## src/rtl/lnk_pkg.sv

```systemverilog
package lnk_pkg;
  typedef enum logic {TX_IDLE, TX_SEND} txState_t;

  typedef struct packed {
    logic loadHold;
    logic startWord;
    logic emitNib;
    logic capNib;
    logic commitRx;
  } lnkStrobes_t;
endpackage

```

## src/rtl/lnk_ctrl.sv

```systemverilog
module lnk_ctrl
  import lnk_pkg::*;
#(
  parameter int NIBS_NARROW = 8,
  parameter int NIBS_WIDE   = 12,
  parameter int CNT_W       = 4
) (
  input  logic        clk,
  input  logic        rstN,
  input  logic        cfgTx,
  input  logic        cfgDouble,
  input  logic        cfgWide,
  input  logic        wrEn,
  input  logic        rdEn,
  input  logic        lnkClkIn,
  input  logic        lnkAckIn,
  output lnkStrobes_t strb,
  output logic        lnkClkOut,
  output logic        lnkAckOut,
  output logic        txEmpty,
  output logic        rxFull
);
  txState_t   txState;
  logic [CNT_W-1:0] txIdx, rxCnt, nibsThis, nibsLast;
  logic       strobeQ, txHoldFull, prevClk, rxHoldFull;
  logic       wrAccept, startWord, txDone, emitMid, capNib, commitRx;

  assign nibsThis = cfgWide ? CNT_W'(NIBS_WIDE) : CNT_W'(NIBS_NARROW);
  assign nibsLast = nibsThis - CNT_W'(1);

  // transmit side
  assign wrAccept  = cfgTx && wrEn && !txHoldFull;
  assign startWord = cfgTx && (txState == TX_IDLE) && txHoldFull && lnkAckIn;
  assign txDone    = (txState == TX_SEND) && (txIdx == nibsThis);
  assign emitMid   = (txState == TX_SEND) && !txDone && (cfgDouble || !strobeQ);

  always_ff @(posedge clk) begin
    if (!rstN) begin
      txState    <= TX_IDLE;
      txIdx      <= '0;
      strobeQ    <= 1'b0;
      txHoldFull <= 1'b0;
    end else begin
      if (wrAccept)       txHoldFull <= 1'b1;
      else if (startWord) txHoldFull <= 1'b0;
      if (startWord) begin
        txState <= TX_SEND;
        txIdx   <= CNT_W'(1);
        strobeQ <= !strobeQ;
      end else if (txState == TX_SEND) begin
        if (txDone) begin
          txState <= TX_IDLE;
          strobeQ <= cfgDouble ? strobeQ : 1'b0;
        end else if (emitMid) begin
          strobeQ <= !strobeQ;
          txIdx   <= txIdx + CNT_W'(1);
        end else begin
          strobeQ <= 1'b0;
        end
      end
    end
  end

  // receive side
  assign capNib   = !cfgTx && (lnkClkIn != prevClk) && (cfgDouble || lnkClkIn);
  assign commitRx = capNib && (rxCnt == nibsLast);

  always_ff @(posedge clk) begin
    if (!rstN) begin
      prevClk    <= 1'b0;
      rxCnt      <= '0;
      rxHoldFull <= 1'b0;
    end else begin
      prevClk <= lnkClkIn;
      if (commitRx)    rxCnt <= '0;
      else if (capNib) rxCnt <= rxCnt + CNT_W'(1);
      if (commitRx)    rxHoldFull <= 1'b1;
      else if (rdEn)   rxHoldFull <= 1'b0;
    end
  end

  assign strb.loadHold  = wrAccept;
  assign strb.startWord = startWord;
  assign strb.emitNib   = startWord || emitMid;
  assign strb.capNib    = capNib;
  assign strb.commitRx  = commitRx;

  assign lnkClkOut = cfgTx && strobeQ;
  assign lnkAckOut = !cfgTx && !rxHoldFull;
  assign txEmpty   = !txHoldFull;
  assign rxFull    = rxHoldFull;

  AST_RX_CNT_RANGE: assert property (@(posedge clk) disable iff (!rstN)
    rxCnt < nibsThis);
  AST_NO_RX_OVERRUN: assert property (@(posedge clk) disable iff (!rstN)
    commitRx |-> !rxHoldFull);
  AST_START_ON_ACK: assert property (@(posedge clk) disable iff (!rstN)
    (txState == TX_SEND && $past(txState) == TX_IDLE) |-> $past(lnkAckIn));
  AST_SINGLE_RATE_LOW: assert property (@(posedge clk) disable iff (!rstN)
    (!cfgDouble && $past(lnkClkOut)) |-> !lnkClkOut);
  AST_VALID_ON_LAST: assert property (@(posedge clk) disable iff (!rstN)
    $rose(rxHoldFull) |-> ($past(rxCnt) == nibsLast));
endmodule

```

## src/rtl/lnk_datapath.sv

```systemverilog
module lnk_datapath
  import lnk_pkg::*;
#(
  parameter int MAX_W    = 48,
  parameter int NARROW_W = 32,
  parameter int NIB_W    = 4
) (
  input  logic             clk,
  input  logic             rstN,
  input  logic             cfgWide,
  input  lnkStrobes_t      strb,
  input  logic [MAX_W-1:0] wrData,
  input  logic [NIB_W-1:0] lnkDataIn,
  output logic [NIB_W-1:0] dataOut,
  output logic [MAX_W-1:0] rdData
);
  localparam int PAD_W = MAX_W - NARROW_W;

  logic [MAX_W-1:0] txHoldQ, txShiftQ, rxShiftQ, rxHoldQ, aligned, assembled;
  logic [NIB_W-1:0] dataOutQ;

  assign aligned   = cfgWide ? txHoldQ : (txHoldQ << PAD_W);
  assign assembled = {rxShiftQ[MAX_W-NIB_W-1:0], lnkDataIn};

  always_ff @(posedge clk) begin
    if (!rstN) begin
      txHoldQ  <= '0;
      txShiftQ <= '0;
      dataOutQ <= '0;
      rxShiftQ <= '0;
      rxHoldQ  <= '0;
    end else begin
      if (strb.loadHold) txHoldQ <= wrData;
      if (strb.startWord) begin
        dataOutQ <= aligned[MAX_W-1 -: NIB_W];
        txShiftQ <= aligned << NIB_W;
      end else if (strb.emitNib) begin
        dataOutQ <= txShiftQ[MAX_W-1 -: NIB_W];
        txShiftQ <= txShiftQ << NIB_W;
      end
      if (strb.capNib) rxShiftQ <= assembled;
      if (strb.commitRx)
        rxHoldQ <= cfgWide ? assembled : {{PAD_W{1'b0}}, assembled[NARROW_W-1:0]};
    end
  end

  assign dataOut = dataOutQ;
  assign rdData  = rxHoldQ;

  AST_RX_HOLD_STABLE: assert property (@(posedge clk) disable iff (!rstN)
    !strb.commitRx |=> $stable(rxHoldQ));
  AST_NARROW_ZERO_TOP: assert property (@(posedge clk) disable iff (!rstN)
    (!cfgWide && strb.commitRx) |=> (rdData[MAX_W-1:NARROW_W] == '0));
endmodule

```

## src/rtl/lnk_port.sv

```systemverilog
module lnk_port
  import lnk_pkg::*;
#(
  parameter int MAX_W    = 48,
  parameter int NARROW_W = 32,
  parameter int NIB_W    = 4
) (
  input  logic             clk,
  input  logic             rstN,
  input  logic             cfgTx,
  input  logic             cfgDouble,
  input  logic             cfgWide,
  input  logic             wrEn,
  input  logic [MAX_W-1:0] wrData,
  output logic             txEmpty,
  input  logic             rdEn,
  output logic [MAX_W-1:0] rdData,
  output logic             rxFull,
  output logic             lnkDriveEn,
  output logic [NIB_W-1:0] lnkDataOut,
  output logic             lnkClkOut,
  output logic             lnkAckOut,
  input  logic [NIB_W-1:0] lnkDataIn,
  input  logic             lnkClkIn,
  input  logic             lnkAckIn
);
  localparam int NIBS_WIDE   = MAX_W / NIB_W;
  localparam int NIBS_NARROW = NARROW_W / NIB_W;
  localparam int CNT_W       = $clog2(NIBS_WIDE + 1);

  lnkStrobes_t      strb;
  logic [NIB_W-1:0] dataOut;

  lnk_ctrl #(
    .NIBS_NARROW(NIBS_NARROW), .NIBS_WIDE(NIBS_WIDE), .CNT_W(CNT_W)
  ) u_ctrl (
    .clk(clk), .rstN(rstN), .cfgTx(cfgTx), .cfgDouble(cfgDouble),
    .cfgWide(cfgWide), .wrEn(wrEn), .rdEn(rdEn), .lnkClkIn(lnkClkIn),
    .lnkAckIn(lnkAckIn), .strb(strb), .lnkClkOut(lnkClkOut),
    .lnkAckOut(lnkAckOut), .txEmpty(txEmpty), .rxFull(rxFull)
  );

  lnk_datapath #(
    .MAX_W(MAX_W), .NARROW_W(NARROW_W), .NIB_W(NIB_W)
  ) u_dp (
    .clk(clk), .rstN(rstN), .cfgWide(cfgWide), .strb(strb),
    .wrData(wrData), .lnkDataIn(lnkDataIn), .dataOut(dataOut), .rdData(rdData)
  );

  assign lnkDriveEn = cfgTx;
  assign lnkDataOut = cfgTx ? dataOut : '0;

  AST_WRITE_IGNORED: assert property (@(posedge clk) disable iff (!rstN)
    (wrEn && !txEmpty) |=> $stable(u_dp.txHoldQ));
  AST_RX_QUIET: assert property (@(posedge clk) disable iff (!rstN)
    !cfgTx |-> (lnkClkOut == 1'b0 && lnkDataOut == '0));
endmodule

```

## config.mk

```make
export PLATFORM = sky130hd
export DESIGN_NAME = lnk_port
export DESIGN_NICKNAME = d
export VERILOG_FILES = /design/src/rtl/lnk_pkg.sv /design/src/rtl/lnk_ctrl.sv /design/src/rtl/lnk_datapath.sv /design/src/rtl/lnk_port.sv
export SDC_FILE = /design/constraint.sdc
export NUM_CORES = 1
export LEC_CHECK = 0
export ABC_CLOCK_PERIOD_IN_PS = 3600
export BUFFER_PORTS_ARGS = -buffer_cell sky130_fd_sc_hd__buf_4
export CAP_MARGIN = 20
export CORE_MARGIN = 1
export CORE_UTILIZATION = 45
export DETAILED_ROUTE_END_ITERATION = 8
export SYNTH_ARGS = -nofsm -noshare
export SYNTH_HDL_FRONTEND = slang
export SYNTH_HIERARCHICAL = 1
export SYNTH_SLANG_ARGS = --single-unit
```

## constraint.sdc

```tcl
create_clock -name clk -period 3.6 [get_ports clk]
set_input_delay 0.72 -clock clk [delete_from_list [all_inputs] [get_ports clk]]
set_output_delay 0.72 -clock clk [all_outputs]
set_load 0.02 [all_outputs]
```

==> flow_metrics.env <==
export IMPL_status="complete, no violations"
export IMPL_clockBufferDepth=3
export IMPL_wl_met3_um=829
export IMPL_rows=50
export IMPL_hold_viol=0
export IMPL_clkPwrFrac_pct=48.0
export IMPL_grt_pass1_wl_mm=30.26
export IMPL_wl_met2_mm=8.901
export IMPL_synth_nets=837
export IMPL_holdBufCountCts=0
export IMPL_gp_congestion=0.7521
export IMPL_drtAntennaViolNets=0
export IMPL_cp_required_ns=3.94
export IMPL_synthArstFlopShare_pct=0
export IMPL_synth_edff_count=0
export IMPL_ys_seq_area_share_pct=47.13
export IMPL_core_area_um2=18640
export IMPL_cts_max_level=1
export IMPL_synth_seq_cells=201
export IMPL_max_freq_ghz=0.4072
export IMPL_grt_pass1_vias=5936
export IMPL_nets=927
export IMPL_fin_crit_sh_pct=68.22
export IMPL_period_minus_slack_ns=2.456
export IMPL_critical_path_class="register to register"
export IMPL_numCtsBuffers=22
export IMPL_clk_latency_ns=0.49
export IMPL_initial_core_util_pct=45.80
export IMPL_clk_pin_slew_ns=0.06
export IMPL_cts_tree="yes"
export IMPL_syn_area_per_cell_um2=11.05
export IMPL_p_leak_nw=3.947
export IMPL_fin_util_pct=54.95
export IMPL_critical_path_startpoint_type="register"
export IMPL_worst_pin_slew_ns=0.7659
export IMPL_final_common_cell="dfxtp_1"
export IMPL_setup_violations_final=0
export IMPL_ys_types=44
export IMPL_max_slew_margin_rel_pct=48.94
export IMPL_synthFlopType="dfxtp_1"
export IMPL_end_kind="register"
export IMPL_drt_pass1_iter_count=4
export IMPL_synthesis_instances=773
export IMPL_layout_drive_gt1_share_pct=22.30
export IMPL_totalWireLength_mm=18.49
export IMPL_rsz0062_at_grt="false"
export IMPL_swShare_pct=21.62
export IMPL_power_frac_seq_pct=45.0
export IMPL_syn2layout_area_growth_pct=19.97
export IMPL_die_h_um=139.7
export IMPL_vias=5736
export IMPL_drv_slew=0
export IMPL_setup_tns_final_ns=0
export IMPL_track_usage_pct=19.02
export IMPL_combPwrFrac_pct=7.0
export IMPL_crit_fanout=26
export IMPL_power_density_nw_per_um2=500.3
export IMPL_yosys_area_top_type="dfxtp_1"
export IMPL_netSwitchingPower_mw=1.108
export IMPL_highest_layer="met4"
export IMPL_vias_per_cell=5.154
export IMPL_die_w_um=139.7
export IMPL_grt_ovfl_total=0
export IMPL_cts_repair_resized=0
export IMPL_cp_arrival_ns=2.80
export IMPL_min_path_type="input port to register"
export IMPL_die_area_um2=19530
export IMPL_dp_hpwl_mm=11.99
export IMPL_crit_path_max_incr_delay_ns=0.60
export IMPL_ir_drop_v=0.0003005
export IMPL_crit_chain="inv_1 > ha_1 > nand2_1 > o211ai_2 > nand2_2 > buf_4 > mux2i_1 > o22ai_1"
export IMPL_ctsRootBufferMaster="clkbuf_16"
export IMPL_wl_met1_mm=8.403
export IMPL_route_detailed_wl_per_inst_um=16.62
export IMPL_yosysWarnings=6
export IMPL_antenna_found_initial=0
export IMPL_portBuffers=117
export IMPL_ys_top_cells_by_area="dfxtp_1 47%, mux2i_1 22%, nor2b_1 9.2%, o22ai_1 2.3%, mux2_4 1.9%"
export IMPL_drt_iter0_drc=241
export IMPL_layout_common_cells="201 x dfxtp_1, 189 x mux2i_1, 125 x nor2b_1"
export IMPL_grt_start_max_net_pins=104
export IMPL_cp_slowest_cell="nand2_2"
export IMPL_drc_errors=0
export IMPL_drv_cap=0
export IMPL_ioPinCount=118
export IMPL_antenna_cells=0
export IMPL_synth_top_area_share_pct=47.13
export IMPL_post_cts_buffers=0
export IMPL_clock_skew_ns=0.006785
export IMPL_p_int_mw=4.017
export IMPL_cts_sinks=201
export IMPL_synth_cell_area_um2=8538
cell families (layout without fill, tap and decap cells):
group                      count (synthesis)  after routing  synth area share (%)
adders and majority gates                  3              3                0.4397
buffers and inverters                     69            175                 5.320
AOI/OAI and AO/OA                         97             97                 8.500
muxes                                    201            201                 24.22
and+or+nand+nor                          200            200                 14.10
xor gates and xnor gates                   2              2                0.2932
DFF                                      201            201                 47.13
final timing paths:
kind | endpoint | cells past startpoint | slack (ns) | from
max | u_dp/txShiftQ[23] | 8 | 1.14 | u_ctrl/txIdx[0]
min | u_ctrl/prevClk | 2 | 0.46 | lnkClkIn
max reg2reg | u_dp/txShiftQ[23] | 8 | 1.14 | u_ctrl/txIdx[0]
min reg2reg | u_dp/rdData[42] | 2 | 0.47 | u_dp/rdData[42]
registers in the layout (all words and copies together) (netlist names):
name / count
u_ctrl/prevClk: 1
u_ctrl/rxCnt: 4
u_ctrl/rxFull: 1
u_ctrl/strobeQ: 1
u_ctrl/txHoldFull: 1
u_ctrl/txIdx: 4
u_ctrl/txState: 1
u_dp/dataOut: 4
u_dp/rdData: 48
u_dp/rxShiftQ: 44
u_dp/txHoldQ: 48
u_dp/txShiftQ: 44
synth_stat cells, types with 2 or more instances:
cell type  instances
dfxtp_1          201
mux2i_1          189
nor2b_1          125
o22ai_1           32
buf_2             24
nand3_1           22
buf_4             19
nand2b_1          18
a21boi_1          16
a21bo_2           12
o211a_1           12
mux2_4            11
clkbuf_1          10
a21oi_1            8
nand2_1            8
nor2_1             8
inv_1              7
and2_1             6
a21boi_0           5
or3b_1             4
buf_12             3
buf_6              3
ha_1               3
o21ai_0            3
a211oi_1           2
a31oi_1            2
buf_8              2
nand4_1            2
critical path: cells and delay by family (launching register included):
kind	cells	cell delay, ns
AOI/OAI and AO/OA	2	0.26
and+or+nand+nor	2	0.73
muxes	1	0.24
adders and majority gates	1	0.20
buffers and inverters	2	0.49
DFF	1	0.37
through the flow:
stage | cells | power (mW) | setup WS (ns) | hold WS (ns) | area (um^2)
after CTS | 1112 | 5.189 | 1.120 | 0.4478 | 10230
final | 1113 | 5.125 | 1.144 | 0.4631 | 10240
after floorplan | 773 | 2.613 | 1.551 | 0.4441 | 8538
after global routing | 1113 | 5.309 | 0.9890 | 0.4613 | 10240
after detailed placement | 1072 | 2.714 | 0.6703 | 0.4597 | 9420
after global placement | 1072 | 2.706 | 0.7630 | 0.4546 | 9420
layout make-up:
cell class / instances / area (um^2)
clock inverter: 13 / 197.7
multi-input combinational: 503 / 4078
clock buffer: 27 / 610.6
sequential: 201 / 4024
tap: 234 / 292.8
timing repair buffer: 127 / 1011
fill: 1654 / 8399
inverter: 8 / 30.03
metal layers:
metal | GRT usage (%) | vias to the layer above
met5 | 0 | -
met4 | 5.379 | 0
met3 | 3.372 | 29
met2 | 32.92 | 116
met1 | 24.19 | 2715
li1 | - | 2876
power groups by stage:
stage | sequential (mW) | combinational (mW) | clock, mW
after floorplan | 2.34 | 0.275 | 0
after global placement | 2.35 | 0.352 | 0
after detailed placement | 2.36 | 0.359 | 0
after CTS | 2.31 | 0.360 | 2.52
after global routing | 2.31 | 0.385 | 2.61
final | 2.31 | 0.356 | 2.46
Power figures use the tool's default switching activity.
